==> src/rtl/vb_pkg.sv <==
package vb_pkg;
  // how an incoming discarded line picks its slot
  typedef enum logic [2:0] {
    PLACE_NONE  = 3'd0,
    PLACE_DUP   = 3'd1,
    PLACE_SWAP  = 3'd2,
    PLACE_FREE  = 3'd3,
    PLACE_EVICT = 3'd4
  } place_e;
endpackage

==> src/rtl/vb_match.sv <==
module vb_match #(
  parameter int N  = 4,
  parameter int AW = 26,
  localparam int IW = (N > 1) ? $clog2(N) : 1
) (
  input  logic                  clk,
  input  logic                  rst,
  input  logic [N-1:0]          valid,
  input  logic [N-1:0][AW-1:0]  tags,
  input  logic [AW-1:0]         key,
  output logic [N-1:0]          hit_vec,
  output logic                  hit,
  output logic [IW-1:0]         hit_idx
);
  for (genvar g = 0; g < N; g++) begin : g_cmp
    assign hit_vec[g] = valid[g] && (tags[g] == key);
  end

  always_comb begin
    hit_idx = '0;
    for (int i = 0; i < N; i++) begin
      if (hit_vec[i]) hit_idx = IW'(i);
    end
  end

  assign hit = |hit_vec;

  // an address is never held twice
  a_r10_single_match: assert property (@(posedge clk) disable iff (rst) $onehot0(hit_vec))
    else $error("R10 more than one entry matches");
endmodule

==> src/rtl/vb_lru.sv <==
module vb_lru #(
  parameter int N = 4,
  localparam int IW = (N > 1) ? $clog2(N) : 1
) (
  input  logic          clk,
  input  logic          rst,
  input  logic          drop_en,
  input  logic [IW-1:0] drop_idx,
  input  logic          touch_en,
  input  logic [IW-1:0] touch_idx,
  output logic [IW-1:0] oldest_idx
);
  localparam logic [IW-1:0] OLDEST = IW'(N - 1);

  logic [N-1:0][IW-1:0] age_q, age_mid, age_nxt;

  // step 1: a removed entry becomes the oldest, the others close the gap
  always_comb begin
    age_mid = age_q;
    if (drop_en) begin
      for (int i = 0; i < N; i++) begin
        if (IW'(i) == drop_idx) age_mid[i] = OLDEST;
        else if (age_q[i] > age_q[drop_idx]) age_mid[i] = age_q[i] - 1'b1;
      end
    end
  end

  // step 2: a written entry becomes the youngest
  always_comb begin
    age_nxt = age_mid;
    if (touch_en) begin
      for (int i = 0; i < N; i++) begin
        if (IW'(i) == touch_idx) age_nxt[i] = '0;
        else if (age_mid[i] < age_mid[touch_idx]) age_nxt[i] = age_mid[i] + 1'b1;
      end
    end
  end

  always_ff @(posedge clk) begin
    if (rst) begin
      for (int i = 0; i < N; i++) age_q[i] <= IW'(i);
    end else begin
      age_q <= age_nxt;
    end
  end

  always_comb begin
    oldest_idx = '0;
    for (int i = 0; i < N; i++) begin
      if (age_q[i] == OLDEST) oldest_idx = IW'(i);
    end
  end

  // ages always form a permutation, so the oldest entry is unique
  logic [N-1:0] age_seen;
  always_comb begin
    age_seen = '0;
    for (int i = 0; i < N; i++) age_seen[age_q[i]] = 1'b1;
  end

  a_r8_age_permutation: assert property (@(posedge clk) disable iff (rst) &age_seen)
    else $error("R8 recency ages not distinct");
endmodule

==> src/rtl/vb_data_ram.sv <==
module vb_data_ram #(
  parameter int N  = 4,
  parameter int DW = 256,
  localparam int IW = (N > 1) ? $clog2(N) : 1
) (
  input  logic          clk,
  input  logic          we,
  input  logic [IW-1:0] waddr,
  input  logic [DW-1:0] wdata,
  input  logic [IW-1:0] raddr,
  output logic [DW-1:0] rdata
);
  logic [DW-1:0] mem [N];

  // one write port, one registered read port, read-before-write
  always_ff @(posedge clk) begin
    if (we) mem[waddr] <= wdata;
    rdata <= mem[raddr];
  end
endmodule

==> src/rtl/victim_buffer.sv <==
module victim_buffer #(
  parameter int N  = 4,
  parameter int AW = 26,
  parameter int DW = 256,
  localparam int IW = (N > 1) ? $clog2(N) : 1
) (
  input  logic          clk,
  input  logic          rst,
  input  logic          flush,
  input  logic          lkp_valid,
  input  logic [AW-1:0] lkp_addr,
  input  logic          ins_valid,
  input  logic [AW-1:0] ins_addr,
  input  logic [DW-1:0] ins_data,
  output logic          rsp_valid,
  output logic          rsp_hit,
  output logic [DW-1:0] rsp_data,
  output logic          out_valid,
  output logic [AW-1:0] out_addr,
  output logic [DW-1:0] out_data
);
  import vb_pkg::*;

  logic [N-1:0]         valid_q;
  logic [N-1:0][AW-1:0] tag_q;

  logic [N-1:0]  lk_vec, in_vec;
  logic          lk_match, in_match;
  logic [IW-1:0] lk_idx, in_idx;

  vb_match #(.N(N), .AW(AW)) u_lkp_match (
    .clk(clk), .rst(rst), .valid(valid_q), .tags(tag_q), .key(lkp_addr),
    .hit_vec(lk_vec), .hit(lk_match), .hit_idx(lk_idx)
  );

  vb_match #(.N(N), .AW(AW)) u_ins_match (
    .clk(clk), .rst(rst), .valid(valid_q), .tags(tag_q), .key(ins_addr),
    .hit_vec(in_vec), .hit(in_match), .hit_idx(in_idx)
  );

  // lowest free slot
  logic          any_free;
  logic [IW-1:0] free_idx;
  always_comb begin
    any_free = 1'b0;
    free_idx = '0;
    for (int i = N - 1; i >= 0; i--) begin
      if (!valid_q[i]) begin
        any_free = 1'b1;
        free_idx = IW'(i);
      end
    end
  end

  logic [IW-1:0] oldest_idx;
  logic          lk_hit, wr_en, drop_en;
  logic [IW-1:0] tgt_idx;
  place_e        place;

  assign lk_hit = lkp_valid && lk_match && !flush;

  always_comb begin
    place   = PLACE_NONE;
    tgt_idx = '0;
    if (ins_valid && !flush) begin
      if (in_match) begin
        place   = PLACE_DUP;
        tgt_idx = in_idx;
      end else if (lk_hit) begin
        place   = PLACE_SWAP;
        tgt_idx = lk_idx;
      end else if (any_free) begin
        place   = PLACE_FREE;
        tgt_idx = free_idx;
      end else begin
        place   = PLACE_EVICT;
        tgt_idx = oldest_idx;
      end
    end
  end

  assign wr_en   = (place != PLACE_NONE);
  assign drop_en = lk_hit && !(wr_en && (tgt_idx == lk_idx));

  vb_lru #(.N(N)) u_lru (
    .clk(clk), .rst(rst),
    .drop_en(drop_en), .drop_idx(lk_idx),
    .touch_en(wr_en), .touch_idx(tgt_idx),
    .oldest_idx(oldest_idx)
  );

  // hit read and displacement read never coincide: one read port serves both
  logic [IW-1:0] rd_idx;
  logic [DW-1:0] ram_q;
  assign rd_idx = lk_hit ? lk_idx : oldest_idx;

  vb_data_ram #(.N(N), .DW(DW)) u_data (
    .clk(clk), .we(wr_en), .waddr(tgt_idx), .wdata(ins_data),
    .raddr(rd_idx), .rdata(ram_q)
  );

  always_ff @(posedge clk) begin
    if (rst) begin
      valid_q <= '0;
    end else if (flush) begin
      valid_q <= '0;
    end else begin
      for (int i = 0; i < N; i++) begin
        if (wr_en && (tgt_idx == IW'(i)))       valid_q[i] <= 1'b1;
        else if (drop_en && (lk_idx == IW'(i))) valid_q[i] <= 1'b0;
      end
    end
  end

  always_ff @(posedge clk) begin
    if (wr_en) tag_q[tgt_idx] <= ins_addr;
  end

  logic          rsp_valid_q, rsp_hit_q, out_valid_q;
  logic [AW-1:0] out_addr_q;

  always_ff @(posedge clk) begin
    if (rst) begin
      rsp_valid_q <= 1'b0;
      rsp_hit_q   <= 1'b0;
      out_valid_q <= 1'b0;
      out_addr_q  <= '0;
    end else begin
      rsp_valid_q <= lkp_valid && !flush;
      rsp_hit_q   <= lk_hit;
      out_valid_q <= (place == PLACE_EVICT);
      out_addr_q  <= tag_q[oldest_idx];
    end
  end

  assign rsp_valid = rsp_valid_q;
  assign rsp_hit   = rsp_hit_q;
  assign rsp_data  = ram_q;
  assign out_valid = out_valid_q;
  assign out_addr  = out_addr_q;
  assign out_data  = ram_q;

  // a response only follows an accepted lookup
  a_r2_rsp_follows_lookup: assert property (@(posedge clk) disable iff (rst)
    rsp_valid |-> $past(lkp_valid && !flush))
    else $error("R2 response without lookup");

  // flush leaves the buffer empty and drops the cycle's work
  a_r9_flush_empties: assert property (@(posedge clk) disable iff (rst)
    $past(flush) |-> (valid_q == '0) && !rsp_valid && !out_valid)
    else $error("R9 flush did not empty buffer");

  // displacement only happens from a full buffer
  a_r7_evict_only_full: assert property (@(posedge clk) disable iff (rst)
    out_valid |-> $past(&valid_q))
    else $error("R7 displacement with a free entry");

  // a swap keeps the number of held lines unchanged
  a_r4_swap_keeps_count: assert property (@(posedge clk) disable iff (rst)
    $past(place == PLACE_SWAP) |-> ($countones(valid_q) == $past($countones(valid_q))))
    else $error("R4 swap changed occupancy");

  // a duplicate insert never raises occupancy
  a_r6_dup_no_alloc: assert property (@(posedge clk) disable iff (rst)
    $past(place == PLACE_DUP) |-> ($countones(valid_q) <= $past($countones(valid_q))))
    else $error("R6 duplicate allocated a new entry");
endmodule

==> config.mk <==
export PLATFORM = sky130hd
export DESIGN_NAME = victim_buffer
export DESIGN_NICKNAME = d
export VERILOG_FILES = /design/src/rtl/vb_pkg.sv /design/src/rtl/vb_match.sv /design/src/rtl/vb_lru.sv /design/src/rtl/vb_data_ram.sv /design/src/rtl/victim_buffer.sv
export SDC_FILE = /design/constraint.sdc
export NUM_CORES = 2
export LEC_CHECK = 0
export ABC_CLOCK_PERIOD_IN_PS = 83700
export CORE_AREA = 2 2 336 338
export CTS_CLUSTER_SIZE = 16
export DETAILED_ROUTE_END_ITERATION = 10
export DIE_AREA = 0 0 338 340
export PLACE_DENSITY = 0.71
export SLEW_MARGIN = 20
export SYNTH_ARGS = -nofsm -noshare
export SYNTH_HDL_FRONTEND = slang
export SYNTH_HIERARCHICAL = 1
export SYNTH_SLANG_ARGS = --single-unit
export TNS_END_PERCENT = 5
==> constraint.sdc <==
create_clock -name clk -period 83.7 [get_ports clk]
set_input_delay 25.11 -clock clk [delete_from_list [all_inputs] [get_ports clk]]
set_output_delay 25.11 -clock clk [all_outputs]
set_load 0.02 [all_outputs]
==> results.toml <==
[outcome]
status = "complete, no violations"

[timing]
finalHoldWorstSlack_ps = 540
fmax_ghz = 0.0326
worst_pin_slew_ps = 1330
finClkSkew_ps = 28.1
setup_viol = 0
fin_crit_sh_pct = 36.7
maxSlewViolCount = 0
post-route-min-period_ps = 30680
relSlewSlack_pct = 11.2
rsz0062_at_grt = "false"
hold_viol = 0
setup-tns-final_ps = 0

[floorplan]
ios = 854
die_width_um = 338
start_util_pct = 47.4
core_area_um2 = 112000
rows = 123
fp.dieH_um = 340
dieArea_um2 = 115000

[synthesis]
avgSynthCellArea_um2 = 20.8
ys_warn_count = 6
synthCells = 2548
mappedNetlistNets = 2872
synth_area_um2 = 52900

[global_routing]
grt_start_max_net_pins = 146
grt_pass1_wl_mm = 175
grt_usage_pct = 20.7
antenna_found_initial = 26
first_global_vias = 26500
grt_overflow = 0

[clocking]
clkTransAtPathRegs_ps = 60
cts_resized = 0
cts_setup_buffers = 0
insertion_delay_ps = 740
cts_buffer_depth = 3
cts.sinks = 1425
htree_levels = 4
hold_buffers = 0
cts_buffers = 144
cts_tree = "done"
clockRootBuffer = "clkbuf_16"

[power]
clkPwrFrac_pct = 38.2
p_leak_nw = 21.9
power_frac_comb_pct = 12.2
ir_drop_v = 0.0000189
power_mw = 1.62
p_per_area_nw_per_um2 = 24.8
p_sw_share_pct = 23.2
p_int_mw = 1.25
p_switching_uw = 378
pwr-share-seq_pct = 49.6

[worst_setup_path]
startpoint = "lkp_addr[0]"
worst-r2r-cell-count = 11
cp-start-kind = "primary input"
reg2reg_setup_slack_ps = 77540
reg2reg_to = "u_data/mem[3][36]"
reg2reg_from = "tag_q[64]"
cp.arrival_ps = 31020
cp-end-kind = "flop"
worstSetupPathType = "primary input to flop"
endpoint = "u_data/mem[1][245]"
crit_fanout = 60
required_ps = 84040

[layout]
fin_util_pct = 58.7
fin_nets = 3557
areaGrowthSynthToFinish_pct = 23.9
drive_above_1_share_pct = 17.1

[placed_design]
place.gp.congestion = 0.915
io_buffers = 853
dp_hpwl_mm = 79.0

[detailed_routing]
route.detailed.drc = 0
num_vias = 25400
antenna_left = 0
routed_wl_mm = 120
drt_pass1_iterations = 5
drt-initial-drc-count = 1949
wl_per_cell_um = 24.7
routed_via_density = 5.22

[hold_path]
hold_class = "flop to flop"

[flow_run]
maxCapViolCount = 0
==> routing by layer <==
layer  part of all wire (%)  track usage [%]  up-vias
met3                    7.4             5.21      189
met1                     39             26.1    13000
li1                       -                -    11200
met5                   0.11                0        -
met2                     51             35.3     1021
met4                    2.4             6.67       20
==> sequential cells by signal, summed over array words and instances, names as in the netlist <==
register / count
valid_q: 4
u_data/rdata: 256
rsp_valid: 1
out_addr: 26
u_data/mem: 1024
rsp_hit: 1
out_valid: 1
tag_q: 104
u_lru/age_q: 8
==> worst min-delay path by stage <==
stage                                 start          endpoint  slack [ps]  cells after the start
final                     u_data/mem[3][78]  u_data/rdata[78]         540                      1
after detailed placement         valid_q[0]        valid_q[0]         520                      2
after global routing             valid_q[0]        valid_q[0]         550                      2
after CTS                        valid_q[0]        valid_q[0]         530                      2
after floorplan                  valid_q[0]        valid_q[0]         470                      2
after global placement           valid_q[0]        valid_q[0]         510                      2
==> through the flow <==
step	cells	setup WS, ps	area [µm²]
after floorplan	2548	37080	52900
after global placement	4585	52430	60800
after detailed placement	4585	52260	60800
after CTS	4852	53040	65400
after global routing	4862	52710	65500
final	4869	53020	65500
==> power groups by stage <==
stage / registers (mW) / clock network (mW) / logic (mW)
final: 0.806 / 0.621 / 0.198
after global routing: 0.807 / 0.664 / 0.208
after CTS: 0.806 / 0.636 / 0.200
after detailed placement: 0.821 / 0 / 0.199
after global placement: 0.820 / 0 / 0.198
after floorplan: 0.837 / 0 / 0.104
==> cells in the final DEF (no fill, tap or decap), types with 5 or more instances in the layout <==
cell type	n
edfxtp_1	1128
clkdlybuf4s50_1	853
dfxtp_1	297
mux4_2	282
clkbuf_16	146
xnor2_1	118
xor2_1	90
clkbuf_1	44
nand4_1	39
clkinv_2	30
nor2b_1	29
nor4_1	23
inv_1	22
nand2_1	21
buf_4	18
diode_2	15
nor3_1	13
ha_1	11
nor2_1	10
clkinv_1	10
clkbuf_8	9
bufinv_16	8
o21ai_1	7
o21ai_0	6
a31oi_1	6
a21oi_1	6
nand3_1	6
inv_6	6
and3_1	5
a21oi_2	5
buf_12	5
==> layout make-up <==
class	count	area, µm²
Fill cell	7951	46000
Tap cell	1500	1880
Antenna cell	15	37.5
Timing Repair Buffer	880	8850
Clock buffer	199	3940
Inverter	22	82.6
Multi-Input combinational cell	760	10300
Sequential cell	1425	39800
Clock inverter	68	668
==> critical path, cell delays in order <==
cell and delay, ps:
clkdlybuf4s50_1 680, xnor2_1 170, nand4_1 150, nor4_1 410
nand4_1 230, o21ai_1 200, buf_4 240, inv_1 170
o31ai_2 290, a31oi_2 120, nor2_1 630, and3b_4 920
buf_4 840, buf_4 700
Power figures use the tool's default switching activity.
